`config.mk`:
```
export PLATFORM = sky130hd
export DESIGN_NAME = gpio_polbank
export DESIGN_NICKNAME = d
export VERILOG_FILES = /design/src/rtl/gpb_pkg.sv /design/src/rtl/gpb_regfile.sv /design/src/rtl/gpb_sync.sv /design/src/rtl/gpb_blink.sv /design/src/rtl/gpb_readmux.sv /design/src/rtl/gpio_polbank.sv
export SDC_FILE = /design/constraint.sdc
export NUM_CORES = 1
export LEC_CHECK = 0
export ABC_AREA = 1
export BUFFER_PORTS_ARGS = -buffer_cell sky130_fd_sc_hd__clkbuf_2
export CAP_MARGIN = 5
export CORE_MARGIN = 2
export CORE_UTILIZATION = 40
export DETAILED_ROUTE_END_ITERATION = 7
export GPL_ROUTABILITY_DRIVEN = 0
export GPL_TIMING_DRIVEN = 0
export PLACE_DENSITY = 0.61
export SYNTH_ARGS = -nofsm -noshare
export SYNTH_HDL_FRONTEND = slang
export SYNTH_SLANG_ARGS = --single-unit
```
`constraint.sdc`:
```
create_clock -name clk -period 2.4 [get_ports clk]
set_input_delay 0.72 -clock clk [delete_from_list [all_inputs] [get_ports clk]]
set_output_delay 0.72 -clock clk [all_outputs]
set_load 0.02 [all_outputs]
```
`src/rtl/gpb_pkg.sv`:
```
package gpb_pkg;
  localparam int DW = 32;

  localparam logic [31:0] OFS_VAL   = 32'h00;
  localparam logic [31:0] OFS_DIR   = 32'h04;
  localparam logic [31:0] OFS_BLINK = 32'h08;
  localparam logic [31:0] OFS_INV   = 32'h0C;
  localparam logic [31:0] OFS_DIN   = 32'h10;

  typedef enum logic [2:0] {
    SEL_VAL,
    SEL_DIR,
    SEL_BLINK,
    SEL_INV,
    SEL_DIN,
    SEL_NONE
  } gpb_sel_e;

  function automatic gpb_sel_e gpb_decode(input logic [31:0] addr);
    gpb_sel_e s;
    case (addr)
      OFS_VAL:   s = SEL_VAL;
      OFS_DIR:   s = SEL_DIR;
      OFS_BLINK: s = SEL_BLINK;
      OFS_INV:   s = SEL_INV;
      OFS_DIN:   s = SEL_DIN;
      default:   s = SEL_NONE;
    endcase
    return s;
  endfunction
endpackage

```
`src/rtl/gpb_regfile.sv`:
```
module gpb_regfile
  import gpb_pkg::*;
#(
  parameter int NPINS = 32
) (
  input  logic             clk,
  input  logic             rst_n,
  input  logic             wr_en,
  input  gpb_sel_e         wr_sel,
  input  logic [NPINS-1:0] wr_data,
  output logic [NPINS-1:0] val_q,
  output logic [NPINS-1:0] dir_q,
  output logic [NPINS-1:0] blink_q,
  output logic [NPINS-1:0] inv_q
);
  logic             val_en, dir_en, blink_en, inv_en;
  logic [NPINS-1:0] val_d, dir_d, blink_d, inv_d;

  // Clock enables: only mapped, writable words are touched
  always_comb begin
    val_en   = wr_en && (wr_sel == SEL_VAL);
    dir_en   = wr_en && (wr_sel == SEL_DIR);
    blink_en = wr_en && (wr_sel == SEL_BLINK);
    inv_en   = wr_en && (wr_sel == SEL_INV);
    val_d    = wr_data;
    dir_d    = wr_data;
    blink_d  = wr_data;
    inv_d    = wr_data;
  end

  always_ff @(posedge clk or negedge rst_n) begin
    if (!rst_n) begin
      val_q   <= '0;
      dir_q   <= '1;
      blink_q <= '0;
      inv_q   <= '0;
    end else begin
      if (val_en)   val_q   <= val_d;
      if (dir_en)   dir_q   <= dir_d;
      if (blink_en) blink_q <= blink_d;
      if (inv_en)   inv_q   <= inv_d;
    end
  end
endmodule

```
`src/rtl/gpb_sync.sv`:
```
module gpb_sync #(
  parameter int NPINS = 32
) (
  input  logic             clk,
  input  logic             rst_n,
  input  logic [NPINS-1:0] async_in,
  output logic [NPINS-1:0] sync_out
);
  for (genvar i = 0; i < NPINS; i++) begin : g_bit
    logic meta_q, stab_q;
    always_ff @(posedge clk or negedge rst_n) begin
      if (!rst_n) begin
        meta_q <= 1'b0;
        stab_q <= 1'b0;
      end else begin
        meta_q <= async_in[i];
        stab_q <= meta_q;
      end
    end
    assign sync_out[i] = stab_q;
  end
endmodule

```
`src/rtl/gpb_blink.sv`:
```
module gpb_blink #(
  parameter int BLINK_DIV = 1024
) (
  input  logic clk,
  input  logic rst_n,
  output logic phase
);
  localparam int CW = (BLINK_DIV > 2) ? $clog2(BLINK_DIV) : 1;
  localparam logic [CW-1:0] LAST = CW'(BLINK_DIV - 1);

  logic [CW-1:0] cnt_q, cnt_d;
  logic          phase_q, phase_d;
  logic          wrap;

  always_comb begin
    wrap    = (cnt_q == LAST);
    cnt_d   = wrap ? '0 : cnt_q + 1'b1;
    phase_d = wrap ? ~phase_q : phase_q;
  end

  always_ff @(posedge clk or negedge rst_n) begin
    if (!rst_n) begin
      cnt_q   <= '0;
      phase_q <= 1'b0;
    end else begin
      cnt_q   <= cnt_d;
      phase_q <= phase_d;
    end
  end

  assign phase = phase_q;
endmodule

```
`src/rtl/gpb_readmux.sv`:
```
module gpb_readmux
  import gpb_pkg::*;
#(
  parameter int NPINS = 32
) (
  input  gpb_sel_e         rd_sel,
  input  logic [NPINS-1:0] val_q,
  input  logic [NPINS-1:0] dir_q,
  input  logic [NPINS-1:0] blink_q,
  input  logic [NPINS-1:0] inv_q,
  input  logic [NPINS-1:0] din,
  output logic [DW-1:0]    rd_data
);
  logic [NPINS-1:0] word;

  always_comb begin
    case (rd_sel)
      SEL_VAL:   word = val_q;
      SEL_DIR:   word = dir_q;
      SEL_BLINK: word = blink_q;
      SEL_INV:   word = inv_q;
      SEL_DIN:   word = din;
      default:   word = '0;
    endcase
    rd_data = DW'(word);
  end
endmodule

```
`src/rtl/gpio_polbank.sv`:
```
module gpio_polbank
  import gpb_pkg::*;
#(
  parameter int NPINS     = 32,
  parameter int AW        = 8,
  parameter int BLINK_DIV = 1024
) (
  input  logic             clk,
  input  logic             rst_n,
  input  logic             wr_en,
  input  logic [AW-1:0]    wr_addr,
  input  logic [31:0]      wr_data,
  input  logic [AW-1:0]    rd_addr,
  output logic [31:0]      rd_data,
  input  logic [NPINS-1:0] pad_in,
  output logic [NPINS-1:0] pad_oe,
  output logic [NPINS-1:0] pad_out
);
  gpb_sel_e         wr_sel, rd_sel;
  logic [NPINS-1:0] val_q, dir_q, blink_q, inv_q;
  logic [NPINS-1:0] pad_sync, din;
  logic             phase;

  always_comb begin
    wr_sel = gpb_decode(32'(wr_addr));
    rd_sel = gpb_decode(32'(rd_addr));
  end

  gpb_regfile #(.NPINS(NPINS)) u_regs (
    .clk     (clk),
    .rst_n   (rst_n),
    .wr_en   (wr_en),
    .wr_sel  (wr_sel),
    .wr_data (wr_data[NPINS-1:0]),
    .val_q   (val_q),
    .dir_q   (dir_q),
    .blink_q (blink_q),
    .inv_q   (inv_q)
  );

  gpb_sync #(.NPINS(NPINS)) u_sync (
    .clk      (clk),
    .rst_n    (rst_n),
    .async_in (pad_in),
    .sync_out (pad_sync)
  );

  gpb_blink #(.BLINK_DIV(BLINK_DIV)) u_blink (
    .clk   (clk),
    .rst_n (rst_n),
    .phase (phase)
  );

  always_comb begin
    din     = pad_sync ^ inv_q;
    pad_oe  = ~dir_q;
    pad_out = val_q ^ (blink_q & {NPINS{phase}});
  end

  gpb_readmux #(.NPINS(NPINS)) u_rmux (
    .rd_sel  (rd_sel),
    .val_q   (val_q),
    .dir_q   (dir_q),
    .blink_q (blink_q),
    .inv_q   (inv_q),
    .din     (din),
    .rd_data (rd_data)
  );
endmodule

```
Word level (Yosys, flattened, before mapping)
Index checks and enable logic that the tools add are counted.

Word-level logic and storage cells: 104. Flip-flop bits (word level): 203. Output and inout bits: 96. Input port bits: 83.

Equal/unequal tests: 16. Multiplexer cells: 4. Add/subtract/negate cells: 1. Bitwise operators: 5. Reductions and logical operators: 8.

Operators by type and width (count): $pmux W32 S5 (1); $xor A32 B32 Y32 (2); $and A32 B32 Y32 (1); $eq A8 B4 Y1 const B (4); $not A32 Y32 (1); $pmux W3 S5 (2); $eq A8 B3 Y1 const B (2); $eq A8 B5 Y1 const B (2); $logic_not A8 Y1 (2); $eq A3 B2 Y1 const B (4); $add A10 B1 Y10 const B (1); $eq A10 B10 Y1 const B (1); $mux W10 (1); $eq A3 B1 Y1 const B (2); $logic_not A3 Y1 (2); $logic_and A1 B1 Y1 (4); $eq A3 B3 Y1 const B (1); $not A1 Y1 (1).

Depth between registers and ports, before layout
Depth in word-level cells: 4. Gate-level depth with buffers: 8. Depth with buffers taken out: 7.

Modules after synthesis
From an unflattened synthesis, not the netlist that was laid out.

Cells, all modules: 1218. Area, all modules: 9969.6 µm².

Modules (own cells, without submodules): gpb_regfile (area each 5066.1 µm², times used 1, cells each 562); gpb_sync (area each 1841.8 µm², times used 1, cells each 96); gpb_readmux (area each 1549.0 µm², times used 1, cells each 330); gpio_polbank (area each 972.2 µm², times used 1, cells each 167); gpb_blink (area each 540.5 µm², times used 1, cells each 63).

Worst setup path after synthesis
Ideal clock, no wire load.

Path type: input -> output. From: input rd_addr[7]. To: output rd_data[0]. Data required time: 1.680 ns. Data arrival time: 1.598 ns. Stages: 8. Slack: 0.082 ns. Path through: nor2_1 nand2_1 inv_2 clkbuf_1 nand3_1 o21ai_0 inv_1 nand2_1.

Word-level cells in the longest chain between the ends: 4.

Ends and longest elaborated chain: start, declared (line gpio_polbank.sv:13) `input logic [AW-1:0] rd_addr,`; $eq A8 B5 Y1 (tied with other cells) (line gpb_pkg.sv:21) `case (addr)`; $pmux W3 S5 * (line gpb_pkg.sv:21); $eq A3 B3 Y1 (tied with other cells) (line gpb_readmux.sv:17) `case (rd_sel)`; $pmux W32 S5 * (line gpb_readmux.sv:17); end, declared (line gpio_polbank.sv:14) `output logic [31:0] rd_data,`.

Mark *: on every way between the ends. The rest lies on a longest branch, timed or not.

Final worst setup path
From: input rd_addr[3]. To: output rd_data[10].

Same word-level chain as after synthesis.

==> qor.csv <==
metric;value;unit
outcome;finished with violations;
violations;setup timing;
arrival;1950;ps
grt_max_degree;105;
clk_path_buf_depth;3;
crit_path_max_incr_delay;180;ps
grt_pass1_vias;8091;
cp-start-kind;input port;
numClockSinks;203;
reg2reg_to;u_blink.phase$_DFFE_PN0N_;
seqCellArea;5120;sq um
syn-instance-count;1214;
wirelength;32600;um
nets;1525;
slew-limit-headroom;42.0;%
start_util;40.6;%
ant_nets;0;
num_rows;56;
layout_common_cells;nand2_1, inv_1, dfrtp_1, clkbuf_2, nand3_1;
clock_skew;9.38;ps
cts_tree;done;
seq_area_frac_synth;53.8;%
drtPass1Iterations;5;
clkTransAtPathRegs;60;ps
syn_area;9510;sq um
cts-root-buf;clkbuf_16;
ios;179;
core-area;23400;sq um
first_iter_violations;636;
crit_chain;buf_4, nor2_4, nand2_4, nor2_4, buf_12, clkbuf_16, nand2_1, nand2_1, nor2_1, nand2_2, buf_8;
period_needed;2670;ps
period_share;111;%
whs;261;ps
yosysWarnings;0;
port_buffers;177;
dp_hpwl;19700;um
cp_max_fo;7;
drive_gt1_share;30.4;%
dieArea;25000;sq um
critPathSlowestCell;clkbuf_16;
diodes;0;
finalMaxSlewViolations;0;
grt_pass1_wl;45000;um
grt_setup_unrepaired;yes;
maxCapViolations;0;
synth_seq_cells;203;
area_growth;40.6;%
place_area;10800;sq um
syn_nets;1298;
die_width;158;um
worstSkewPairLatency;520;ps
post-place-ws;-618;ps
final_common_cell;nand2_1;
num_vias;8821;
r2r.worst_path.cells;5;
vdd_drop_max;0.423;mV
grt_usage;24.0;%
cts_buffers;24;
multi_input_area;4050;sq um
design_area;13400;sq um
required;1680;ps
critPathKind;in2out;
die_y;158;um
cp_num_buf_inv;4;
synth_cell_type_count;22;
hold_violations;0;
fin_ws;-273;ps
viasPerCell;4.96;
worstHoldPathType;in2async;
final-setup-viol-count;32;
max_freq;374;MHz
fillers;2145;
power_density;607;nW/um^2
tightest_slew;870;ps
end_kind;primary output;
synth.avg_cell_area;7.83;sq um
antenna_found_initial;0;
grt_overflow;0;
htree_num_levels;1;
route.detailed.drc;0;
post_drt_wl_per_cell;18.3;um
leakage;0.00683;uW
reg2reg_slack;860;ps
r2r_start;u_blink.cnt_q[0]$_DFF_PN0_;
path_delay_family;simple AND/OR/NAND/NOR gates;
logic make-up (layout without fill, tap and decap cells):
group	count (synthesis)	count (layout)	synth area share, %
buf+inv	235	480	9.98
flops	203	203	53.8
fa+ha+maj	1	1	0.132
compound gates	130	130	6.84
simple gates	607	607	25.7
xor+xnor	38	38	3.50
flip-flops by register name, summed over array words and instances, names as in the netlist:
signal and flops:
u_blink.cnt_q 10, u_blink.phase 1, u_regs.blink_q 32, u_regs.dir_q 32, u_regs.inv_q 32, u_regs.val_q 32
u_sync.g_bit.meta_q 32, u_sync.g_bit.stab_q 32
power breakdown:
group | internal, uW | switching (uW) | total (uW)
clock network | 2250 | 1470 | 3720
registers | 3600 | 121 | 3720
logic | 254 | 419 | 673
per-stage QoR:
stage	utilization, %	power (uW)	setup TNS [ps]	cells
5_1_grt	57.1	8380	-6910	1778
4_1_cts	52.7	8080	-5410	1757
3_5_place_dp	46.3	4340	-17480	1711
2_1_floorplan	-	4030	0	1214
3_3_place_gp	46.1	4320	-667740	1710
6_report	57.1	8120	-5150	1778
worst max-delay path by stage:
stage,startpoint,end,slack (ps),cells past startpoint
final,rd_addr[3],rd_data[10],-270,11
after global routing,rd_addr[0],rd_data[10],-300,11
after CTS,rd_addr[5],rd_data[22],-210,10
after detailed placement,rd_addr[5],rd_data[21],-620,10
after global placement,rst_n,u_sync.g_bit[25].meta_q$_DFF_PN0_,-3450,1
after floorplan,rd_addr[7],rd_data[0],80,8
repair_timing:
action,CTS,global route
buffers inserted,1,11
cloned,2,10
hold buffers,0,0
endpoints found under the setup margin,61,61
pin swaps,7,54
resized for setup,179,239
hold endpoints to repair,0,0
cells in the mapped netlist:
library cell	number	share of area, %
nand2_1	388	15
inv_1	180	7.1
dfrtp_1	171	45
o21ai_0	117	6.2
nand3_1	105	5.5
nor2_1	104	4.1
xnor2_1	34	3.1
dfstp_2	32	8.8
buf_2	27	1.4
clkbuf_1	20	0.79
o21ai_1	11	0.58
nand2_2	4	0.26
xor2_1	4	0.37
buf_4	3	0.24
buf_6	3	0.36
a21oi_1	2	0.11
inv_2	2	0.079
nand4_1	2	0.13
nor2_2	2	0.13
ha_1	1	0.13
nand3b_1	1	0.079
nor3_4	1	0.17
layout make-up:
class                      count  share of cell area, %
clock buffer                  37                   5.32
buffer                        52                   4.33
timing repair buffer         202                   12.9
multi-input combinational    776                   30.3
sequential                   203                   38.3
inverter                     182                   5.22
tap                          319                   2.99
clock inverter                 7                  0.655
routing by layer:
metal / GRT usage [%] / wire [um] / vias to the layer above
li1: - / - / 4167
met1: 32.9 / 13700 / 4223
met2: 38.7 / 15300 / 356
met3: 4.71 / 2420 / 75
met4: 7.29 / 1120 / 0
met5: 0 / 0 / -
No activity file was read; power rests on OpenSTA's default activity.
